[src/rtl/tlb_pkg.sv]
package tlb_pkg;

    localparam int VA_W       = 32;
    localparam int PAGE_SHIFT = 13;
    localparam int HUGE_SHIFT = 24;
    localparam int VPN_W      = VA_W - PAGE_SHIFT;
    localparam int HUGE_W     = VA_W - HUGE_SHIFT;
    localparam int PROT_W     = 3;

    // rights code bit positions
    localparam int PROT_OK    = 0;
    localparam int PROT_USER  = 1;
    localparam int PROT_WR    = 2;

    typedef struct packed {
        logic              live;
        logic              huge;
        logic [VPN_W-1:0]  vpn;
        logic [VPN_W-1:0]  ppn;
        logic [PROT_W-1:0] prot;
        logic              acc;
        logic              dirty;
    } tlb_entry_t;

    typedef enum logic [1:0] {
        RS_IDLE,
        RS_HIT,
        RS_MISS,
        RS_FAULT
    } rsp_state_e;

endpackage

[src/rtl/tlb_match.sv]
module tlb_match
    import tlb_pkg::*;
#(
    parameter int NUM_ENTRIES = 8,
    parameter int IDX_W       = $clog2(NUM_ENTRIES)
) (
    input  logic [NUM_ENTRIES-1:0] live_i,
    input  logic [NUM_ENTRIES-1:0] usable_i,
    input  logic [NUM_ENTRIES-1:0] huge_i,
    input  logic [VPN_W-1:0]       vpn_i [NUM_ENTRIES],
    input  logic [VPN_W-1:0]       page_i,
    output logic                   any_o,
    output logic [IDX_W-1:0]       idx_o
);

    logic [NUM_ENTRIES-1:0] hit_vec;

    for (genvar g = 0; g < NUM_ENTRIES; g++) begin : g_cmp
        logic big_eq;
        logic full_eq;
        assign big_eq  = vpn_i[g][VPN_W-1 -: HUGE_W] == page_i[VPN_W-1 -: HUGE_W];
        assign full_eq = vpn_i[g] == page_i;
        assign hit_vec[g] = live_i[g] && usable_i[g] &&
                            (huge_i[g] ? big_eq : full_eq);
    end

    always_comb begin
        any_o = |hit_vec;
        idx_o = '0;
        for (int i = NUM_ENTRIES - 1; i >= 0; i--) begin
            if (hit_vec[i]) begin
                idx_o = IDX_W'(i);
            end
        end
    end

endmodule

[src/rtl/tlb_perm.sv]
module tlb_perm
    import tlb_pkg::*;
(
    input  logic [PROT_W-1:0] prot_i,
    input  logic              write_i,
    input  logic              user_i,
    input  logic              instr_i,
    output logic              fault_o
);

    logic wr_bad;
    logic usr_bad;

    always_comb begin
        wr_bad  = write_i && !instr_i && !prot_i[PROT_WR];
        usr_bad = user_i && !prot_i[PROT_USER];
        fault_o = wr_bad || usr_bad;
    end

endmodule

[src/rtl/tlb_victim.sv]
module tlb_victim #(
    parameter int NUM_ENTRIES = 8,
    parameter int IDX_W       = $clog2(NUM_ENTRIES)
) (
    input  logic             clk,
    input  logic             rst_n,
    input  logic             lock_i,
    input  logic             advance_i,
    output logic [IDX_W-1:0] victim_o
);

    localparam logic [IDX_W-1:0] LAST = IDX_W'(NUM_ENTRIES - 1);

    logic [IDX_W-1:0] ptr_q;

    always_comb begin
        victim_o = ptr_q;
        if (lock_i && ptr_q == '0) begin
            victim_o = IDX_W'(1);
        end
    end

    always_ff @(posedge clk or negedge rst_n) begin
        if (!rst_n) begin
            ptr_q <= '0;
        end else if (advance_i) begin
            ptr_q <= (victim_o == LAST) ? '0 : victim_o + 1'b1;
        end
    end

    a_r7_pointer_moves: assert property (@(posedge clk) disable iff (!rst_n)
        advance_i |=> victim_o != $past(victim_o));

endmodule

[src/rtl/tlb_xlate.sv]
module tlb_xlate
    import tlb_pkg::*;
#(
    parameter int NUM_ENTRIES = 8
) (
    input  logic              clk,
    input  logic              rst_n,
    input  logic              lk_valid,
    input  logic [VA_W-1:0]   lk_vaddr,
    input  logic              lk_write,
    input  logic              lk_user,
    input  logic              lk_instr,
    input  logic              fill_valid,
    input  logic [VPN_W-1:0]  fill_vpn,
    input  logic [VPN_W-1:0]  fill_ppn,
    input  logic              fill_huge,
    input  logic [PROT_W-1:0] fill_prot,
    input  logic              lock_entry0,
    output logic              rsp_valid,
    output logic              rsp_hit,
    output logic              rsp_miss,
    output logic              rsp_fault,
    output logic [VA_W-1:0]   rsp_paddr,
    output logic [$clog2(NUM_ENTRIES)-1:0] victim_idx,
    output logic              victim_live,
    output logic [VPN_W-1:0]  victim_vpn,
    output logic              victim_accessed,
    output logic              victim_dirty
);

    localparam int IDX_W = $clog2(NUM_ENTRIES);

    tlb_entry_t ent_q [NUM_ENTRIES];

    rsp_state_e state_q, state_d;
    logic [VA_W-1:0]  paddr_q, paddr_d;

    logic [NUM_ENTRIES-1:0] live_v, usable_v, huge_v;
    logic [VPN_W-1:0]       vpn_a [NUM_ENTRIES];

    logic             m_any;
    logic [IDX_W-1:0] m_idx;
    logic             m_fault;
    logic [IDX_W-1:0] v_idx;
    logic             lookup_go;
    logic             data_write;
    tlb_entry_t       sel;

    for (genvar g = 0; g < NUM_ENTRIES; g++) begin : g_flat
        assign live_v[g]   = ent_q[g].live;
        assign usable_v[g] = ent_q[g].prot[PROT_OK];
        assign huge_v[g]   = ent_q[g].huge;
        assign vpn_a[g]    = ent_q[g].vpn;
    end

    tlb_match #(
        .NUM_ENTRIES (NUM_ENTRIES),
        .IDX_W       (IDX_W)
    ) u_match (
        .live_i   (live_v),
        .usable_i (usable_v),
        .huge_i   (huge_v),
        .vpn_i    (vpn_a),
        .page_i   (lk_vaddr[VA_W-1 -: VPN_W]),
        .any_o    (m_any),
        .idx_o    (m_idx)
    );

    assign sel = ent_q[m_idx];

    tlb_perm u_perm (
        .prot_i  (sel.prot),
        .write_i (lk_write),
        .user_i  (lk_user),
        .instr_i (lk_instr),
        .fault_o (m_fault)
    );

    tlb_victim #(
        .NUM_ENTRIES (NUM_ENTRIES),
        .IDX_W       (IDX_W)
    ) u_victim (
        .clk       (clk),
        .rst_n     (rst_n),
        .lock_i    (lock_entry0),
        .advance_i (fill_valid),
        .victim_o  (v_idx)
    );

    assign lookup_go  = lk_valid && !fill_valid;
    assign data_write = lk_write && !lk_instr;

    // next result state and address
    always_comb begin
        state_d = RS_IDLE;
        paddr_d = '0;
        if (lookup_go) begin
            if (!m_any) begin
                state_d = RS_MISS;
            end else if (m_fault) begin
                state_d = RS_FAULT;
            end else begin
                state_d = RS_HIT;
                if (sel.huge) begin
                    paddr_d = {sel.ppn[VPN_W-1 -: HUGE_W], lk_vaddr[HUGE_SHIFT-1:0]};
                end else begin
                    paddr_d = {sel.ppn, lk_vaddr[PAGE_SHIFT-1:0]};
                end
            end
        end
    end

    // state register
    always_ff @(posedge clk or negedge rst_n) begin
        if (!rst_n) begin
            state_q <= RS_IDLE;
            paddr_q <= '0;
        end else begin
            state_q <= state_d;
            paddr_q <= paddr_d;
        end
    end

    // outputs decoded from state
    always_comb begin
        rsp_valid = 1'b1;
        rsp_hit   = 1'b0;
        rsp_miss  = 1'b0;
        rsp_fault = 1'b0;
        unique case (state_q)
            RS_IDLE:  rsp_valid = 1'b0;
            RS_HIT:   rsp_hit   = 1'b1;
            RS_MISS:  rsp_miss  = 1'b1;
            RS_FAULT: rsp_fault = 1'b1;
        endcase
    end

    assign rsp_paddr = paddr_q;

    // entry storage: fill first, then status of a hit
    always_ff @(posedge clk or negedge rst_n) begin
        if (!rst_n) begin
            for (int i = 0; i < NUM_ENTRIES; i++) begin
                ent_q[i] <= '0;
            end
        end else if (fill_valid) begin
            ent_q[v_idx] <= '{live:  1'b1,
                              huge:  fill_huge,
                              vpn:   fill_vpn,
                              ppn:   fill_ppn,
                              prot:  fill_prot,
                              acc:   1'b0,
                              dirty: 1'b0};
        end else if (state_d == RS_HIT) begin
            ent_q[m_idx].acc <= 1'b1;
            if (data_write) begin
                ent_q[m_idx].dirty <= 1'b1;
            end
        end
    end

    assign victim_idx      = v_idx;
    assign victim_live     = ent_q[v_idx].live;
    assign victim_vpn      = ent_q[v_idx].vpn;
    assign victim_accessed = ent_q[v_idx].acc;
    assign victim_dirty    = ent_q[v_idx].dirty;

    a_r9_fill_wins: assert property (@(posedge clk) disable iff (!rst_n)
        fill_valid |=> !rsp_valid);

    a_r1_quiet_when_idle: assert property (@(posedge clk) disable iff (!rst_n)
        !lk_valid |=> !rsp_valid);

    a_r5_fault_has_cause: assert property (@(posedge clk) disable iff (!rst_n)
        lk_valid && !fill_valid ##1 rsp_fault |->
            $past(lk_user) || ($past(lk_write) && !$past(lk_instr)));

    a_r6_write_hit_dirty: assert property (@(posedge clk) disable iff (!rst_n)
        lk_valid && !fill_valid && lk_write && !lk_instr ##1 rsp_hit |->
            ent_q[$past(m_idx)].dirty && ent_q[$past(m_idx)].acc);

    a_r8_locked_kept: assert property (@(posedge clk) disable iff (!rst_n)
        lock_entry0 && $past(lock_entry0) |->
            $stable(ent_q[0].vpn) && $stable(ent_q[0].ppn) && $stable(ent_q[0].huge));

    a_r10_miss_no_addr: assert property (@(posedge clk) disable iff (!rst_n)
        (rsp_miss || rsp_fault) |-> rsp_paddr == '0);

endmodule

[config.mk]
export PLATFORM = sky130hd
export DESIGN_NAME = tlb_xlate
export DESIGN_NICKNAME = d
export VERILOG_FILES = /design/src/rtl/tlb_pkg.sv /design/src/rtl/tlb_match.sv /design/src/rtl/tlb_perm.sv /design/src/rtl/tlb_victim.sv /design/src/rtl/tlb_xlate.sv
export SDC_FILE = /design/constraint.sdc
export NUM_CORES = 1
export LEC_CHECK = 0
export BUFFER_PORTS_ARGS = -buffer_cell sky130_fd_sc_hd__buf_2
export CAP_MARGIN = 20
export CELL_PAD_IN_SITES_DETAIL_PLACEMENT = 1
export CELL_PAD_IN_SITES_GLOBAL_PLACEMENT = 2
export CORE_ASPECT_RATIO = 1.25
export CORE_MARGIN = 2
export CORE_UTILIZATION = 30
export CTS_CLUSTER_SIZE = 20
export DETAILED_ROUTE_END_ITERATION = 10
export PLACE_DENSITY = 0.71
export SETUP_SLACK_MARGIN = 0.4
export SLEW_MARGIN = 40
export SYNTH_ARGS = -nofsm -noshare
export SYNTH_HDL_FRONTEND = slang
export SYNTH_HIERARCHICAL = 1
export SYNTH_SLANG_ARGS = --single-unit
[constraint.sdc]
create_clock -name clk -period 3.82 [get_ports clk]
set_clock_uncertainty 0.1 [all_clocks]
set_input_delay 0.382 -clock clk [delete_from_list [all_inputs] [get_ports clk]]
set_output_delay 0.382 -clock clk [all_outputs]
set_load 0.02 [all_outputs]
# After elaboration in Yosys (flattened, before gate mapping)
# Cells that the tools add are included.
[word_totals] output_inout_bits=61 rom_bits=0 reg_bits=397 latch_bits=0 memories=0 mem_bits_rw=0
[classes] eq_ne=21 n_addsub=1 n_mux=47 multipliers=0 bitwise=2 n_lt_le_gt_ge=4 reduce_logical=32 n_div=0 n_shift=0
[op_table] cell="$bwmux W360" count=3
[op_table] cell="$mux W360" count=3
[op_table] cell="$demux W45 S3" count=3
[op_table] cell="$bmux W45 S3" count=2
[op_table] cell="$eq A19 B19 Y1" count=8
[op_table] cell="$mux W45" count=3
[op_table] cell="$mux W32" count=3
[op_table] cell="$mux W44" count=2
[op_table] cell="$eq A8 B8 Y1" count=8
[op_table] cell="$mux W3" count=10
[op_table] cell="$mux W24" count=1
[op_table] cell="$logic_and A1 B1 Y1" count=23
[op_table] cell="$mux W1" count=13
[op_table] cell="$ge A4 B4 Y1 const B" count=2
[op_table] cell="$lt A4 B1 Y1 const B" count=2
[op_table] cell="$mux W2" count=4
[op_table] cell="$not A3 Y4" count=2
[op_table] cell="$reduce_or A8 Y1" count=1
[op_table] cell="$eq A2 B1 Y1 const B" count=2
[op_table] cell="$eq A2 B2 Y1 const B" count=2
[op_table] cell="$logic_not A1 Y1" count=4
[op_table] cell="$add A3 B1 Y3 const B" count=1
[op_table] cell="$eq A3 B3 Y1 const B" count=1
[op_table] cell="$logic_not A3 Y1" count=1
[op_table] cell="3 further kinds" count=3

# Depth between registers and ports, before layout
[logic_depth] ltp_word=24 depth_mapped=22

# By module
# Netlist, hierarchy kept.
[by_module_without_submodules] module="tlb_xlate" cells_each=1394 area_per_inst_um2=17590.6 seq_area_each_um2=9859.5 instances=1
[by_module_without_submodules] module="tlb_match" cells_each=251 area_per_inst_um2=1951.9 seq_area_each_um2=0.0 instances=1
[by_module_without_submodules] module="tlb_victim" cells_each=14 area_per_inst_um2=157.7 seq_area_each_um2=75.1 instances=1
[by_module_without_submodules] module="tlb_perm" cells_each=3 area_per_inst_um2=23.8 seq_area_each_um2=0.0 instances=1

# Least setup slack after synthesis
# No wires, ideal clock.
[synth_timing] path_kind="input port to flip-flop" startpoint="in lk_vaddr[22]" endpoint="reg ent_q[225] (netlist name)" cell_stages=17 n_path_buf=3 t_arrival_ns=4.037 path_slack_ns=-0.438 path_cell_list="buf_2 -> xor2_1 -> nor4_1 -> a31oi_1 -> or4_1 -> a211o_1 -> a211oi_2 -> buf_2 -> nand2b_1 -> clkbuf_1 -> o221ai_1 -> o32ai_2 -> nor2b_1 -> nand3b_1 -> nor3_1 -> o22ai_1 -> a22o_1"
[synth_lines] element="start: declaration" line_no="tlb_xlate.sv:9" text="input logic [VA_W-1:0] lk_vaddr,"
[synth_lines] element="end signal: indexed assignment" line_no="tlb_xlate.sv:147" text="ent_q[v_idx] <= '{live: 1'b1,"
[synth_lines] element="end: declaration" line_no="tlb_xlate.sv:33" text="tlb_entry_t ent_q [NUM_ENTRIES];"

==> results.txt <==
Maximum clock insertion buffer count - 3
First-pass GRT wire length - 105.1 mm
Syn nets - 1,736
Synth Warn # - 6
Die ar. - 0.06762 mm2
CTS tree - done
RSZ-0062 raised after global routing - yes
R2R depth - 16
Initial Utilization - 30.40%
Final hold vios - 0
Largest net degree at the start of global routing - 72
# DRC - 0
Area grow syn2layout - 26.48%
Worst setup EP type - register
DR vias - 14.36k
Routed vias/inst - 5.084
Synth Instances - 1,653
Fin crit period - 3968 ps
Hold Path Origin - fill_vpn[9]
Failing checks - setup timing
Final WS setup - -148.2 ps
Crit path arrival time - 4320 ps
Core Area - 0.06467 mm2
Die Y - 290.2 um
Status - finished with violations
Worst reg2reg path endpoint - ent_q[45]
DR iter-0 viols - 842
Critical Path Start Type - register
CTS Buf Count - 44
WL per Instance - 24.39 um
Tot Pwr - 0.01989 W
FF-to-FF Start - ent_q[204]
Share of cells above drive strength 1 - 39.78%
Routability Congestion - 0.8473
Root Driver - clkbuf_16
Worst-path clk slew - 70 ps
Initial antenna violation count - 4
I/O pin cnt - 143
CP max FO - 8
Drt total wl - 68.90 mm
Worst Path Required - 4170 ps
Setup CP Type - register to register
Leakage - 10.92 nW
GRT Total Usage - 20.68%
VDD IR max - 0.3300 mV
Worst Tran Pin Value - 749.8 ps
Tcrit/Tclk final - 103.9%
Max Cap Viol - 0
CP Capture Point - ent_q[45]
IO buf count - 142
Slew Viols, Final - 0
Clock latency on the worst-skew pair - 590 ps
Critical path origin - ent_q[204]
Grt total ovfl - 0
Mapped cell area - 0.01966 mm2
FP Rows - 104
Final setup violation count - 34
Peak Freq - 252.0 MHz
Power Dens Cells - 799.6 mW/mm2
Clk sink count - 397
Vias in the first global route - 16.06k
1st-pass router iterations - 5
CTS H-tree depth - 2
Place WS - -600.6 ps
Hold Crit Class - input pin to register
Syn avg cell area - 11.90 um2
DPL Wire Length - 45.75 mm
Routed Antenna Nets - 0
Die Width - 233.0 um
Max_slew headroom - 49.92%
Final #Nets - 2,024
Worst R2R Setup Slack - -150 ps
[layout by cell type (no fill, tap or decap), types with 9 or more instances in the layout]
master         instances
a211oi_1              25
a21oi_2               20
a31oi_1               10
and2_1                 9
buf_12                18
buf_2                141
buf_4                133
clkbuf_16             45
clkbuf_8              10
clkinv_2               9
dfrtp_1              395
dlygate4sd3_1         55
mux2_1                12
mux2_2               262
mux2i_1               47
mux4_2                44
nand2_1              295
nand3_1               15
nand4_1               10
nor2_1                31
nor2b_1               17
nor3_1                10
nor4_1                19
o2bb2ai_1             13
xnor2_1               47
xor2_1               107
[state kept, by name, summed over array words and instances (netlist names)]
signal	flops
rsp_paddr	32
state_q	2
ent_q	360
u_victim/ptr_q	3
[worst min-delay path by stage]
stage	endpoint	slack (ps)	cells after the start
final	ent_q[123]	30	3
after global routing	ent_q[47]	30	3
after CTS	ent_q[123]	4	3
after detailed placement	rsp_paddr[9]	210	1
after global placement	ent_q[66]	350	2
after floorplan	ent_q[0]	-10	0
[final cells by class]
cell class	instances	area [um2]
Tap cell	848	1061
Clock buffer	60	1261
Timing Repair Buffer	359	2788
Sequential cell	397	9937
Fill cell	6916	39800
Clock inverter	21	292.8
Antenna cell	1	2.502
Multi-Input combinational cell	1132	9502
Inverter	7	26.28
[what timing repair did]
action / in CTS / in global routing
hold buffers: 55 / 0
pin swaps: 11 / 7
endpoints found under the hold margin: 141 / 0
setup buffers: 5 / 6
gates resized for setup: 33 / 42
endpoints found under the setup margin: 62 / 52
gates cloned: 1 / 1
[worst max-delay path, stage by stage, from the launching register on]
cell and delay, ps:
dfrtp_1 430, xor2_1 160, nor4_1 450, a31oi_2 250
nor4_4 320, nand2b_1 190, a31o_4 250, mux2i_1 220
nor2_1 60, a31oi_1 200, o221ai_2 120, o32ai_2 280
nor2b_2 90, and3b_2 280, and3_4 200, a31oi_1 160
nor2_1 60
[power breakdown]
part           internal [W]  switching (W)
Sequential          0.00603        0.00140
Combinational       0.00385        0.00401
Clock               0.00273        0.00186
Total                0.0126        0.00727
[metal layers]
layer | vias up | track usage [%] | wire length (um)
li1 | 6357 | - | -
met1 | 7541 | 25.26 | 27890
met2 | 328 | 36.82 | 35540
met3 | 129 | 3.199 | 2928
met4 | 6 | 6.944 | 2500
met5 | - | 0 | 41
[metrics by stage]
step	hold WS [ps]	instances	TNS, ps	util, %	area [um2]
floorplan	-13.59	1653	0	-	19950
global placement	352.9	2674	-22020	34.40	22250
detailed placement	208.5	2675	-23500	34.44	22280
CTS	3.517	2817	-3546	38.00	24580
global route	33.05	2825	-9546	38.46	24870
finish	28.53	2825	-2836	38.46	24870
Power figures use the tool's default switching activity.
